<file path="src/rtl/tt_pkg.sv">
package tt_pkg;
  localparam int ADDR_W       = 2;
  localparam int CTRL_W       = 9;
  localparam int SEL_W        = 4;
  localparam int CTRL_ON_BIT  = 0;
  localparam int CTRL_SEL_LSB = 4;
  localparam int CTRL_TIC_BIT = 8;
  localparam int MIN_PERIOD   = 2;

  typedef enum logic [ADDR_W-1:0] {
    A_CTRL   = 2'd0,
    A_PERIOD = 2'd1,
    A_LIVE   = 2'd2,
    A_PEND   = 2'd3
  } tt_addr_e;
endpackage

</file>
<file path="src/rtl/tt_prescaler.sv">
module tt_prescaler import tt_pkg::*; #(
  parameter int PRE_W = 15
) (
  input  logic             clk,
  input  logic             rst,
  input  logic             base_tick,
  input  logic [SEL_W-1:0] sel,
  output logic             stb
);
  logic [PRE_W-1:0] div_q;
  logic [PRE_W-1:0] mask;

  // mask has the low 'sel' bits set; a carry out of them is the selected edge
  for (genvar g = 0; g < PRE_W; g++) begin : gen_mask
    assign mask[g] = (int'(sel) > g);
  end

  always_ff @(posedge clk) begin
    if (rst)            div_q <= '0;
    else if (base_tick) div_q <= div_q + 1'b1;
  end

  assign stb = base_tick && ((div_q & mask) == mask);
endmodule

</file>
<file path="src/rtl/tt_downcount.sv">
module tt_downcount #(
  parameter int CNT_W = 16
) (
  input  logic             clk,
  input  logic             rst,
  input  logic             start,
  input  logic             stop,
  input  logic             stb,
  input  logic [CNT_W-1:0] period,
  output logic [CNT_W-1:0] live,
  output logic             expire
);
  logic run_q;

  always_ff @(posedge clk) begin
    if (rst) begin
      live  <= '0;
      run_q <= 1'b0;
    end else if (start) begin
      live  <= period;
      run_q <= 1'b1;
    end else if (stop) begin
      run_q <= 1'b0;
    end else if (run_q && stb) begin
      live <= (live == CNT_W'(1)) ? period : live - 1'b1;
    end
  end

  assign expire = run_q && stb && !start && !stop && (live == CNT_W'(1));

  assert_load_R4: assert property (@(posedge clk) disable iff (rst)
    start |=> (live == $past(period)));
  assert_reload_R7: assert property (@(posedge clk) disable iff (rst)
    expire |=> (live == $past(period)));
  assert_step_R2: assert property (@(posedge clk) disable iff (rst)
    (run_q && stb && !start && !stop && live > CNT_W'(1)) |=> (live == $past(live) - 1'b1));
  assert_hold_R2: assert property (@(posedge clk) disable iff (rst)
    (!stb && !start) |=> $stable(live));
  assert_stop_R6: assert property (@(posedge clk) disable iff (rst)
    (stop && !start) |=> (!run_q && $stable(live)));
endmodule

</file>
<file path="src/rtl/tt_regs.sv">
module tt_regs import tt_pkg::*; #(
  parameter int DATA_W = 32,
  parameter int CNT_W  = 16
) (
  input  logic              clk,
  input  logic              rst,
  input  logic              wr_en,
  input  logic [ADDR_W-1:0] wr_addr,
  input  logic [DATA_W-1:0] wr_data,
  input  logic [ADDR_W-1:0] rd_addr,
  input  logic [CNT_W-1:0]  live,
  input  logic              expire,
  output logic [SEL_W-1:0]  sel,
  output logic [CNT_W-1:0]  period,
  output logic              start,
  output logic              stop,
  output logic [DATA_W-1:0] rd_data,
  output logic              irq
);
  logic [CTRL_W-1:0] ctrl_q;
  logic [CNT_W-1:0]  period_q;
  logic              pend_q;
  logic              wr_ctrl, wr_period, wr_pend;

  assign wr_ctrl   = wr_en && (wr_addr == A_CTRL);
  assign wr_period = wr_en && (wr_addr == A_PERIOD);
  assign wr_pend   = wr_en && (wr_addr == A_PEND);

  assign start = wr_ctrl && wr_data[CTRL_ON_BIT] && wr_data[CTRL_TIC_BIT]
                 && !ctrl_q[CTRL_TIC_BIT] && (period_q != '0);
  assign stop  = wr_ctrl && ((ctrl_q[CTRL_TIC_BIT] && !wr_data[CTRL_TIC_BIT]) ||
                             (ctrl_q[CTRL_ON_BIT]  && !wr_data[CTRL_ON_BIT]));

  always_ff @(posedge clk) begin
    if (rst) begin
      ctrl_q   <= '0;
      period_q <= '0;
      pend_q   <= 1'b0;
      rd_data  <= '0;
    end else begin
      if (wr_ctrl) ctrl_q <= wr_data[CTRL_W-1:0];
      if (wr_period && (wr_data > DATA_W'(MIN_PERIOD))) period_q <= wr_data[CNT_W-1:0];
      if (expire)                     pend_q <= 1'b1;
      else if (wr_pend && wr_data[0]) pend_q <= 1'b0;
      case (rd_addr)
        A_CTRL:   rd_data <= DATA_W'(ctrl_q);
        A_PERIOD: rd_data <= DATA_W'(period_q);
        A_LIVE:   rd_data <= DATA_W'(live);
        default:  rd_data <= DATA_W'(pend_q);
      endcase
    end
  end

  assign sel    = ctrl_q[CTRL_SEL_LSB +: SEL_W];
  assign period = period_q;
  assign irq    = pend_q;

  assert_reject_R3: assert property (@(posedge clk) disable iff (rst)
    (wr_period && wr_data <= DATA_W'(MIN_PERIOD)) |=> $stable(period_q));
  assert_set_R7: assert property (@(posedge clk) disable iff (rst)
    expire |=> irq);
  assert_clear_R8: assert property (@(posedge clk) disable iff (rst)
    (wr_pend && wr_data[0] && !expire) |=> !irq);
  assert_keep_R8: assert property (@(posedge clk) disable iff (rst)
    (wr_pend && !wr_data[0] && pend_q) |=> irq);
endmodule

</file>
<file path="src/rtl/prescaled_tick_timer.sv">
module prescaled_tick_timer import tt_pkg::*; #(
  parameter int DATA_W = 32,
  parameter int CNT_W  = 16,
  parameter int PRE_W  = 15
) (
  input  logic              clk,
  input  logic              rst,
  input  logic              base_tick,
  input  logic              wr_en,
  input  logic [1:0]        wr_addr,
  input  logic [DATA_W-1:0] wr_data,
  input  logic [1:0]        rd_addr,
  output logic [DATA_W-1:0] rd_data,
  output logic              irq
);
  logic [SEL_W-1:0] sel;
  logic [CNT_W-1:0] period, live;
  logic             start, stop, stb, expire;

  tt_prescaler #(.PRE_W(PRE_W)) u_pre (
    .clk(clk), .rst(rst), .base_tick(base_tick), .sel(sel), .stb(stb)
  );

  tt_downcount #(.CNT_W(CNT_W)) u_cnt (
    .clk(clk), .rst(rst), .start(start), .stop(stop), .stb(stb),
    .period(period), .live(live), .expire(expire)
  );

  tt_regs #(.DATA_W(DATA_W), .CNT_W(CNT_W)) u_regs (
    .clk(clk), .rst(rst), .wr_en(wr_en), .wr_addr(wr_addr), .wr_data(wr_data),
    .rd_addr(rd_addr), .live(live), .expire(expire), .sel(sel), .period(period),
    .start(start), .stop(stop), .rd_data(rd_data), .irq(irq)
  );
endmodule

</file>
<file path="config.mk">
export PLATFORM = sky130hd
export DESIGN_NAME = prescaled_tick_timer
export DESIGN_NICKNAME = d
export VERILOG_FILES = /design/src/rtl/tt_pkg.sv /design/src/rtl/tt_prescaler.sv /design/src/rtl/tt_downcount.sv /design/src/rtl/tt_regs.sv /design/src/rtl/prescaled_tick_timer.sv
export SDC_FILE = /design/constraint.sdc
export NUM_CORES = 1
export LEC_CHECK = 0
export ABC_AREA = 1
export BUFFER_PORTS_ARGS = -buffer_cell sky130_fd_sc_hd__buf_2
export CAP_MARGIN = 20
export CORE_MARGIN = 2
export CORE_UTILIZATION = 60
export CTS_CLUSTER_SIZE = 20
export DETAILED_ROUTE_END_ITERATION = 12
export GPL_TIMING_DRIVEN = 0
export PLACE_DENSITY = 0.86
export SETUP_SLACK_MARGIN = 0.3
export SLEW_MARGIN = 20
export SYNTH_ARGS = -nofsm -noshare
export SYNTH_HDL_FRONTEND = slang
export SYNTH_SLANG_ARGS = --single-unit
</file>
<file path="constraint.sdc">
create_clock -name clk -period 2.9 [get_ports clk]
set_clock_uncertainty 0.2 [all_clocks]
set_input_delay 0.58 -clock clk [delete_from_list [all_inputs] [get_ports clk]]
set_output_delay 0.58 -clock clk [all_outputs]
set_load 0.005 [all_outputs]
</file>
=== After elaboration in Yosys (flattened, before gate mapping) ===
Cells that the tools add are included.

* Flip-flop bits (word level): 90
* Input port bits: 40
* Output and inout port bits: 33
* Word-level logic and storage cells: 72

* Add/sub/neg operators: 2
* $lt $le $gt $ge: 16
* Eq/ne operators: 7
* Mux-type cells: 9
* Bitwise logic cells: 1
* Reductions and logical operators: 30

{| class="wikitable"
|+ Operators by type and width
! operator !! number
|-
| two-way mux 16 bit || 4
|-
| one-hot mux 16 bit (3 select lines) || 1
|-
| > comparator 32 x 2 -> 1 bit (second input constant) || 1
|-
| > comparator 4 bit (second input constant) || 7
|-
| logical AND 1 bit || 17
|-
| == test 16 x 1 -> 1 bit (second input constant) || 1
|-
| > comparator 4 x 3 -> 1 bit (second input constant) || 4
|-
| nonzero test 16 bit || 1
|-
| subtractor 16 x 1 -> 16 bit (second input constant) || 1
|-
| adder 15 x 1 -> 15 bit (second input constant) || 1
|-
| AND 15 bit || 1
|-
| == test 15 bit || 1
|-
| > comparator 4 x 1 -> 1 bit (second input constant) || 2
|-
| > comparator 4 x 2 -> 1 bit (second input constant) || 2
|-
| nonzero test 2 bit || 3
|-
| logical NOT 1 bit || 5
|-
| == test 2 x 1 -> 1 bit (second input constant) || 2
|-
| == test 2 bit (second input constant) || 2
|-
| logical NOT 2 bit || 2
|-
| two-way mux 1 bit || 4
|-
| inequality test 2 x 1 -> 1 bit (second input constant) || 1
|-
| AND reduction 2 bit || 1
|-
| logical OR 1 bit || 1
|}

=== Logic depth before layout (Yosys ltp) ===
* Word-level depth: 11
* Mapped depth: 12

=== Cells and area by module ===
Synthesis repeated with hierarchy kept, for this count alone.

* Cells, all modules: 683
* Area total of the unflattened synthesis: 4314.1 µm²

{| class="wikitable"
|+ By module, submodules not included
! module !! instances !! cells an instance !! area an instance (µm²) !! sequential area each (µm²)
|-
| tt_regs || 1 || 332 || 2120.8 || 840.8
|-
| tt_downcount || 1 || 204 || 1266.2 || 340.3
|-
| tt_prescaler || 1 || 147 || 927.1 || 300.3
|}

=== Worst setup path after synthesis ===
Ideal clock, no wire load.

* Path type: in2reg
* Start: in base_tick
* End: reg u_pre.div_q[13]
* Arrival time: 1564 ps
* Data required time: 2584 ps
* Path slack: 1021 ps
* Cell stages on the path: 9
* Buffers on the path: 1
* Cell sequence: buf_4 -> nand2_1 -> nor2_2 -> nand2_1 -> nor2_4 -> nand4_1 -> or2_0 -> o21ai_0 -> nor2_1

{| class="wikitable"
|+ RTL lines
! what !! RTL line !! source
|-
| from (decl) || prescaled_tick_timer.sv:8 || <nowiki>input logic base_tick,</nowiki>
|-
| to (signal assigned) || tt_prescaler.sv:20 || <nowiki>else if (base_tick) div_q <= div_q + 1'b1;</nowiki>
|-
| to (decl) || tt_prescaler.sv:10 || <nowiki>logic [PRE_W-1:0] div_q;</nowiki>
|}

=== Worst setup path in the final report ===
* Start: in rd_addr[1]
* End: reg u_regs.rd_data[6]

* Word-level cells in the longest chain between the ends: 2

{| class="wikitable"
|+ Ends and longest elaborated chain
! what !! RTL line !! source
|-
| from (decl) || prescaled_tick_timer.sv:12 || <nowiki>input logic [1:0] rd_addr,</nowiki>
|-
| == test 2 bit (tied with other cells) || tt_regs.sv:45 || <nowiki>case (rd_addr)</nowiki>
|-
| one-hot mux 16 bit (3 select lines) (*) || tt_regs.sv:45 ||
|-
| to (signal assigned) || tt_regs.sv:46 || <nowiki>A_CTRL: rd_data <= DATA_W'(ctrl_q);</nowiki>
|-
| to (signal assigned) || tt_regs.sv:47 || <nowiki>A_PERIOD: rd_data <= DATA_W'(period_q);</nowiki>
|-
| to (signal assigned) || tt_regs.sv:48 || <nowiki>A_LIVE: rd_data <= DATA_W'(live);</nowiki>
|-
| to (decl) || tt_regs.sv:17 || <nowiki>output logic [DATA_W-1:0] rd_data,</nowiki>
|}

Every way passes the cells marked *; elsewhere a longest branch is shown, timed or not.
A chain may end at the register's enable or synchronous reset.

==> flow_summary_export.csv <==
group,metric,value,unit
synth,synth_fa_ha_area_share,0.874,%
place,routabilityCongestion,0.928,
final_layout,most-common-layout-cells,"nand2_1 (174), nor2_1 (102), inv_1 (83)",
routing,drc,0,
final_layout,nets,796,
final_layout,final_common_cell,"nand2_1",
die,pin_count,73,
critical_path,arrival,2.11,ns
run_status,status,"finished, final reports clean",
synth,ys.flop_type,"dfxtp_1",
synth,synth_top_area_share,34.5,%
die,rows,30,
critical_path,cp_max_fo,9,
final_layout,area_delta_synth_final,15.5,%
grt,antenna_found_initial,0,
critical_path,critical_path_class,"in -> reg",
synth,synth-xor-area-share,1.43,%
pwr,peakVddDrop,0.283,mV
critical_path,path_cells,"buf_2 -> inv_1 -> nor2_1 -> inv_1 -> o221ai_1 -> nand2_1 -> inv_1",
clocking,clockRootBuffer,"clkbuf_8",
grt,grt_pass1_wl,18200,um
critical_path,start_kind,"primary input",
synth,synth_compound_area_share,10.4,%
final_layout,fin_area,0.00496,mm2
clocking,clock_latency,0.37,ns
grt,grt_util_all_layers,30.3,%
critical_path,max_stage_delay,0.59,ns
timing,tightest_slew,0.776,ns
critical_path,worstSetupEndpointType,"flop",
timing,rsz0062_at_grt,"false",
synth,synth_simple_gate_area_share,39.0,%
clocking,cts_made_buffers,9,
routing,ant_nets,0,
clocking,postCtsHoldBufs,0,
place,placed_area,0.00474,mm2
timing,hold_violations,0,
routing,routed_wl,11500,um
routing,num_vias,4528,
routing,wl_per_cell,13.4,um
routing,post_drt_via_cell_ratio,5.30,
synth,yosysTopAreaCell,"dfxtp_1",
synth,synthTopCellsByArea,"dfxtp_1 (34%), nand2_1 (15%), nor2_1 (8.9%)",
clocking,cts_setup_buffers,0,
die,die_width,88.6,um
clocking,clk_pin_slew,0.08,ns
pwr,power_density,480,mW/mm2
synth,synth_cell_types,38,
routing,dr.pass1.iters,5,
timing,fmax,500,MHz
die,die_area,0.00785,mm2
synth,synth-edff-count,0,
die,core,0.00687,mm2
critical_path,critPathSlowestCell,"nor2_1",
clocking,tritoncts,"yes",
min_path,worstHoldPathType,"in -> reg",
grt,grt_pass1_vias,4046,
pwr,p_leak,2.55,nW
die,die_height,88.6,um
place,port_buffers,54,
synth,synthCells,673,
synth,syn-cell-area,0.00429,mm2
grt,overflow,0,
timing,fin_setup_tns,0,ns
clocking,clockBufferDepth,2,
critical_path,required,3.01,ns
run,cap_violations,0,
critical_path,worst-path-buf-inv,4,
grt,grt_max_degree,14,
synth,ys_warn_count,0,
die,start_util,62.5,%
final_layout,antenna_cells,0,
clocking,h-tree-depth,3,
timing,period_needed,2.00,ns
synth,ys_ff_latch,74,
place,hpwlAfterDp,8650,um
timing,fin_crit_sh,69.0,%
timing,slew-limit-headroom,48.1,%
routing,drtIter0Drc,270,
timing,finalSetupViolCount,0,
pwr,p_total,2.38,mW
synth,synthMuxAreaShare,0,%
synth,synth_top_family_by_area,"simple AND/OR/NAND/NOR gates",
critical_path,cp_top_family,"simple AND/OR/NAND/NOR gates",
synth,ys_seq_area_share,34.5,%
synth,synth-async-reset-ratio,0,%
clocking,cts.sinks,74,
clocking,cts_resized,0,
synth,synth_area_per_cell,6.38,um2
timing,drv_slew,0,
critical_path,critical_path.most_common_cell,"inv_1",
final_layout,layout-drive-gt1-share,17.9,%
[flip-flops by register name, summed over array words and instances (netlist names)]
register and count:
u_regs.rd_data 16, u_cnt.live 16, u_pre.div_q 15, u_regs.ctrl_q 9
u_regs.irq 1, u_regs.period 16, u_cnt.run_q 1
[synth_stat cells, types with 2 or more instances]
master	count
nor2_4	2
ha_1	3
nor2_1	102
nand2_4	2
inv_1	83
nand3b_1	7
o21ai_0	19
o21ai_1	7
a21oi_1	34
clkbuf_1	8
nand4_1	9
nand2_2	7
inv_2	6
o21bai_1	2
buf_4	19
nand3_1	55
xor2_1	6
nor4_1	2
nand2_1	174
nor2_2	17
a21oi_2	2
buf_6	4
nor3_1	3
buf_2	6
o221ai_1	6
a211oi_1	3
dfxtp_1	74
[logic make-up after synthesis]
group / after synthesis
AO/OA/AOI/OAI: 78
flip-flops: 74
other: 1
buffers and inverters: 127
adder cells (fa/ha/maj): 3
XOR/XNOR: 7
AND/OR/NAND/NOR: 383
[worst register-to-register path, cell delays in order, from the launching register on]
cell	delay [ns]
dfxtp_1	0.32
inv_1	0.13
ha_1	0.20
nand2_1	0.06
nor2_1	0.18
nand3_4	0.18
nand2_4	0.16
buf_6	0.14
nand2_1	0.06
o21ai_1	0.07
nand2_1	0.08
inv_2	0.06
nor2_2	0.03
[metrics by stage]
step / util [%] / cells / setup WS, ns / hold slack, ns
after global routing: 72.2 / 854 / 0.750 / 0.256
final: 72.2 / 854 / 0.899 / 0.250
after global placement: 69.0 / 838 / 0.662 / 0.276
after CTS: 72.2 / 854 / 0.933 / 0.251
after floorplan: - / 688 / 1.02 / 0.255
after detailed placement: 69.0 / 838 / 0.629 / 0.286
[final timing paths]
kind	end	start	slack, ns	cells past startpoint
max reg2reg	u_cnt.live[14]	u_cnt.live[1]	0.92	12
max	u_regs.rd_data[6]	rd_addr[1]	0.90	7
min	u_pre.div_q[0]	base_tick	0.25	2
min reg2reg	u_pre.div_q[0]	u_pre.div_q[0]	0.30	1
[metal layers]
layer / global-route usage (%) / part of all wire, %
met4: 15.3 / 3.3
met2: 51.5 / 48
met5: 0 / 0
met3: 5.60 / 6.6
met1: 36.7 / 42
[where the power goes]
group          switching, mW  internal, mW
Clock                  0.418         0.488
Sequential            0.0324          1.05
Combinational          0.240         0.155
[area by class of cell]
type                    count  area [um2]
flip-flops and latches     74        1480
well taps                  96         120
fillers                   593        1910
clock inverters             6        90.1
plain buffers              37         248
clock buffers              10         128
inverters                  90         338
repair buffers             54         270
multi-input cells         487        2280
Note: power is estimated with default switching activity, not from simulation.
